**src/rtl/xstr_pkg.sv**
```systemverilog
package xstr_pkg;

    typedef enum logic [1:0] {
        PH_IDLE = 2'd0,
        PH_WAIT = 2'd1,
        PH_ACT  = 2'd2
    } xstr_phase_e;

endpackage

```
**src/rtl/xstr_len_sel.sv**
```systemverilog
module xstr_len_sel #(
    parameter int STRETCH_W   = 3,
    parameter int BASE_CYCLES = 2,
    parameter int LEN_W       = 4
) (
    input  logic [STRETCH_W-1:0] stretch,
    input  logic                 on_chip,
    output logic [LEN_W-1:0]     len
);

    localparam logic [LEN_W-1:0] BASE_LEN = LEN_W'(BASE_CYCLES);

    always_comb begin
        if (on_chip) begin
            len = BASE_LEN;
        end else begin
            len = LEN_W'(stretch) + BASE_LEN;
        end
    end

endmodule

```
**src/rtl/xstr_seq.sv**
```systemverilog
module xstr_seq
    import xstr_pkg::*;
#(
    parameter int LEN_W   = 4,
    parameter int DEF_LEN = 3
) (
    input  logic             clk,
    input  logic             rst_n,
    input  logic             mc_tick,
    input  logic             start,
    input  logic             is_write,
    input  logic             on_chip,
    input  logic [LEN_W-1:0] len_in,
    output logic             rd_n,
    output logic             wr_n,
    output logic             done,
    output logic             busy
);

    typedef struct packed {
        xstr_phase_e      ph;
        logic [LEN_W-1:0] remain;
        logic             wr;
        logic             oc;
        logic             rd_n;
        logic             wr_n;
        logic             done;
        logic             busy;
    } seq_st_t;

    localparam seq_st_t RST_ST = '{
        ph:     PH_IDLE,
        remain: LEN_W'(DEF_LEN),
        wr:     1'b0,
        oc:     1'b0,
        rd_n:   1'b1,
        wr_n:   1'b1,
        done:   1'b0,
        busy:   1'b0
    };

    seq_st_t s_d, s_q;

    always_comb begin
        s_d      = s_q;
        s_d.done = 1'b0;
        unique case (s_q.ph)
            PH_IDLE: begin
                if (start) begin
                    s_d.ph     = PH_WAIT;
                    s_d.remain = len_in;
                    s_d.wr     = is_write;
                    s_d.oc     = on_chip;
                    s_d.busy   = 1'b1;
                end
            end
            PH_WAIT: begin
                if (mc_tick) begin
                    s_d.ph = PH_ACT;
                    if (!s_q.oc) begin
                        s_d.rd_n = s_q.wr;
                        s_d.wr_n = !s_q.wr;
                    end
                end
            end
            PH_ACT: begin
                if (mc_tick) begin
                    if (s_q.remain <= LEN_W'(1)) begin
                        s_d.ph   = PH_IDLE;
                        s_d.rd_n = 1'b1;
                        s_d.wr_n = 1'b1;
                        s_d.done = 1'b1;
                        s_d.busy = 1'b0;
                    end else begin
                        s_d.remain = s_q.remain - LEN_W'(1);
                    end
                end
            end
            default: s_d = RST_ST;
        endcase
    end

    always_ff @(posedge clk or negedge rst_n) begin
        if (!rst_n) begin
            s_q <= RST_ST;
        end else begin
            s_q <= s_d;
        end
    end

    assign rd_n = s_q.rd_n;
    assign wr_n = s_q.wr_n;
    assign done = s_q.done;
    assign busy = s_q.busy;

    AST_STROBE_EXCL: assert property (@(posedge clk) disable iff (!rst_n)
        !(!rd_n && !wr_n));

    AST_STROBE_IN_BUSY: assert property (@(posedge clk) disable iff (!rst_n)
        (!rd_n || !wr_n) |-> busy);

    AST_ONCHIP_QUIET: assert property (@(posedge clk) disable iff (!rst_n)
        (busy && s_q.oc) |-> (rd_n && wr_n));

    AST_DONE_PULSE: assert property (@(posedge clk) disable iff (!rst_n)
        done |=> !done);

    AST_DONE_ENDS_BUSY: assert property (@(posedge clk) disable iff (!rst_n)
        $fell(busy) |-> (done && rd_n && wr_n));

    AST_SAMPLE_HELD: assert property (@(posedge clk) disable iff (!rst_n)
        (busy && $past(busy)) |-> ($stable(s_q.wr) && $stable(s_q.oc)));

    AST_BUSY_RISE: assert property (@(posedge clk) disable iff (!rst_n)
        (start && !busy) |=> busy);

endmodule

```
**src/rtl/xmem_strobe_ctrl.sv**
```systemverilog
module xmem_strobe_ctrl #(
    parameter int STRETCH_W       = 3,
    parameter int BASE_CYCLES     = 2,
    parameter int DEFAULT_STRETCH = 1
) (
    input  logic                 clk,
    input  logic                 rst_n,
    input  logic                 mc_tick,
    input  logic                 start,
    input  logic                 is_write,
    input  logic                 on_chip,
    input  logic [STRETCH_W-1:0] stretch_sel,
    output logic                 rd_n,
    output logic                 wr_n,
    output logic                 done,
    output logic                 busy
);

    localparam int MAX_LEN = (1 << STRETCH_W) - 1 + BASE_CYCLES;
    localparam int LEN_W   = $clog2(MAX_LEN + 1);
    localparam int DEF_LEN = DEFAULT_STRETCH + BASE_CYCLES;

    logic [LEN_W-1:0] acc_len;

    xstr_len_sel #(
        .STRETCH_W   (STRETCH_W),
        .BASE_CYCLES (BASE_CYCLES),
        .LEN_W       (LEN_W)
    ) i_len_sel (
        .stretch (stretch_sel),
        .on_chip (on_chip),
        .len     (acc_len)
    );

    xstr_seq #(
        .LEN_W   (LEN_W),
        .DEF_LEN (DEF_LEN)
    ) i_seq (
        .clk      (clk),
        .rst_n    (rst_n),
        .mc_tick  (mc_tick),
        .start    (start),
        .is_write (is_write),
        .on_chip  (on_chip),
        .len_in   (acc_len),
        .rd_n     (rd_n),
        .wr_n     (wr_n),
        .done     (done),
        .busy     (busy)
    );

endmodule

```
**config.mk**
```make
export PLATFORM = sky130hd
export DESIGN_NAME = xmem_strobe_ctrl
export DESIGN_NICKNAME = d
export VERILOG_FILES = /design/src/rtl/xstr_pkg.sv /design/src/rtl/xstr_len_sel.sv /design/src/rtl/xstr_seq.sv /design/src/rtl/xmem_strobe_ctrl.sv
export SDC_FILE = /design/constraint.sdc
export NUM_CORES = 1
export LEC_CHECK = 0
export BUFFER_PORTS_ARGS = -buffer_cell sky130_fd_sc_hd__clkbuf_2
export CAP_MARGIN = 20
export CORE_UTILIZATION = 45
export DETAILED_ROUTE_END_ITERATION = 6
export PLACE_DENSITY = 0.62
export SYNTH_ARGS = -nofsm -noshare
export SYNTH_HDL_FRONTEND = slang
export SYNTH_SLANG_ARGS = --single-unit
```
**constraint.sdc**
```tcl
create_clock -name clk -period 2.1 [get_ports clk]
set_input_delay 0.105 -clock clk [delete_from_list [all_inputs] [get_ports clk]]
set_output_delay 0.105 -clock clk [all_outputs]
set_load 0.02 [all_outputs]
```
==> metrics.yaml <==
status: "complete, no violations"
slowest_delay_ns: 0.40
fin_crit_ns: 1.87
yosysWarnings: 0
synthesis.area_um2: 796
fin_skew_ns: 0.00671
layout-drive-gt1-share_pct: 32.6
r2r_start: "i_seq.s_q[10]"
cap_violations: 0
cp-endpoint: "i_seq.s_q[11]"
crit_cells: 5
track_usage_pct: 17.1
hold_violations: 0
worstPathCellList: "inv_1 > ha_1 > or2_2 > a221oi_1 > mux2_2"
synthTopCellsByCount: "dfrtp_1, ha_1, inv_1, o21ai_0, a21oi_1"
stdcell_count: 111
cts_tree: "built"
grt_max_degree: 13
crit_path_end_kind: "flip-flop"
fin_nets: 112
min_period_over_period_pct: 89.0
grt_pass1_vias: 548
dieArea_mm2: 0.00194
num_rows: 14
diodes: 0
yosys.area.top_type: "dfrtp_1"
fillers: 139
critPathLaunch: "i_seq.s_q[10]"
synth_most_common_cell: "dfrtp_1"
hp-class: "input pin to flip-flop"
worstMarginPinSlew_ns: 0.377
worstReg2RegEnd: "i_seq.s_q[11]"
slew_violations: 0
gp_congestion: 0.810
dr.pass1.iters: 6
viasPerCell: 5.50
antenna_found_initial: 0
leakage_nw: 0.455
power_density_mw_per_mm2: 1600
initial_utilization_pct: 50.5
htree_levels: 1
dp_cells: 106
clockRootBuffer: "clkbuf_4"
dp_hpwl_um: 1110
die_w_um: 44.1
grt_pass1_wl_um: 2370
grt-ovfl-total: 0
cp_max_fo: 4
max-clock-path-buffers: 2
wl_per_cell_um: 13.2
io_buffers: 12
synth_enable_flop_cells: 0
critical-path-top-delay-family: "flip-flops"
ys_ff_latch: 12
rsz0062_at_grt: "false"
die_height_um: 44.1
synth_top_area_share_pct: 25.2
r2r_cells: 5
finalPower_mw: 1.48
fmax_mhz: 535
io_pins: 13
core_mm2: 0.00158
ys_seq_area_share_pct: 38.4
clkSlewWorstSetupHoldPaths_ns: 0.07
synth_nets: 94
vias: 610
syn_inst: 78
post_cts_buffers: 0
ir_drop_mv: 0.897
critPathKind: "flip-flop to flip-flop"
synthTopCellsByArea: "dfrtp_1, dfstp_2, ha_1"
drt_iter0_markers: 16
relSlewSlack_pct: 74.9
insertion_delay_ns: 0.27
crit_slowest_cell: "dfrtp_1"
avgSynthCellArea_um2: 10.2
holdWs_ns: 0.0653
drc: 0
routed_wirelength_um: 1460
worst_ep_required_time_ns: 2.26
synth-main-ff-cell: "dfrtp_1"
crit_buf_inv: 1
syn_to_final_growth_pct: 15.9
finalSetupTns_ns: 0
ctsResizeCount: 0
detail-route-antenna-nets: 0
r2r_setup_slack_ns: 0.23
async_flop_share_pct: 100
start_kind: "flip-flop"
setup-violations-final: 0
cts.sink_count: 12
arrival_ns: 2.03
cts_made_buffers: 3
ys_types: 32
==> final cells by class <==
class	count	area, µm²	area share [%]
clock buffer	4	36.3	3.93
inverter	7	26.3	2.85
multi-input combinational	57	449	48.7
sequential	12	305	33.1
tap	16	20.0	2.17
timing repair buffer	15	85.1	9.23
==> power by group <==
group | internal (mW) | leakage [nW] | switching (mW)
clock | 0.105 | 0.0210 | 0.0735
sequential | 0.363 | 0.147 | 0.0781
combinational | 0.430 | 0.287 | 0.425
==> repair_timing <==
item | in CTS | in global routing
hold buffers | 1 | 0
hold endpoints to repair | 12 | 0
endpoints found under the setup margin | 0 | 0
==> state kept, by name, summed over array words and instances, names as in the netlist <==
register	cells
i_seq.done	1
i_seq.busy	1
i_seq.wr_n	1
i_seq.rd_n	1
i_seq.s_q	8
==> cells in the final DEF (no fill, tap or decap), drive strengths merged, types with 2 or more instances in the layout <==
master	n
mux2	5
ha	7
nand4b	2
buf	2
nor2b	3
mux2i	2
nand3	2
nand2	4
nor2	2
nand2b	3
dfrtp	8
clkbuf	16
dfstp	4
inv	7
a21oi	5
a2bb2oi	2
o21ai	7
==> worst min path at each step <==
stage / start / endpoint / slack [ns] / depth (start not counted)
after CTS: is_write / i_seq.s_q[5] / 0.06 / 3
after global placement: rst_n / i_seq.s_q[8] / 0.003 / 1
after detailed placement: rst_n / i_seq.s_q[8] / 0.004 / 1
after global routing: is_write / i_seq.s_q[5] / 0.07 / 3
after floorplan: rst_n / i_seq.busy / -0.19 / 0
final: is_write / i_seq.s_q[5] / 0.07 / 3
==> worst min-delay path, cell delays in order <==
cell and delay, ns:
clkbuf_2 0.08, nand4b_1 0.08, nand2_1 0.05
==> metal layers <==
layer	vias up	track usage (%)	wire length, µm
li1	314	-	-
met1	284	22.9	769
met2	10	25.9	624
met3	2	7.35	56
met4	0	3.64	10
met5	-	0	0
==> kinds of logic after synthesis <==
group	after synthesis	share of synthesized area (%)
and+or+nand+nor	22	17.5
muxes	7	10.1
adders and majority gates	7	11.0
buffers and inverters	9	5.19
AOI/OAI and AO/OA	21	17.9
DFF	12	38.4
==> metrics by stage <==
stage                     setup slack (ns)  util [%]  instance area [µm²]
final                                0.230      58.5                  922
after global routing                 0.150      58.5                  922
after CTS                            0.205      58.5                  922
after detailed placement             0.221      55.6                  876
after global placement               0.245      55.6                  876
after floorplan                      0.275         -                  796
Note: power is estimated with default switching activity, not from simulation.
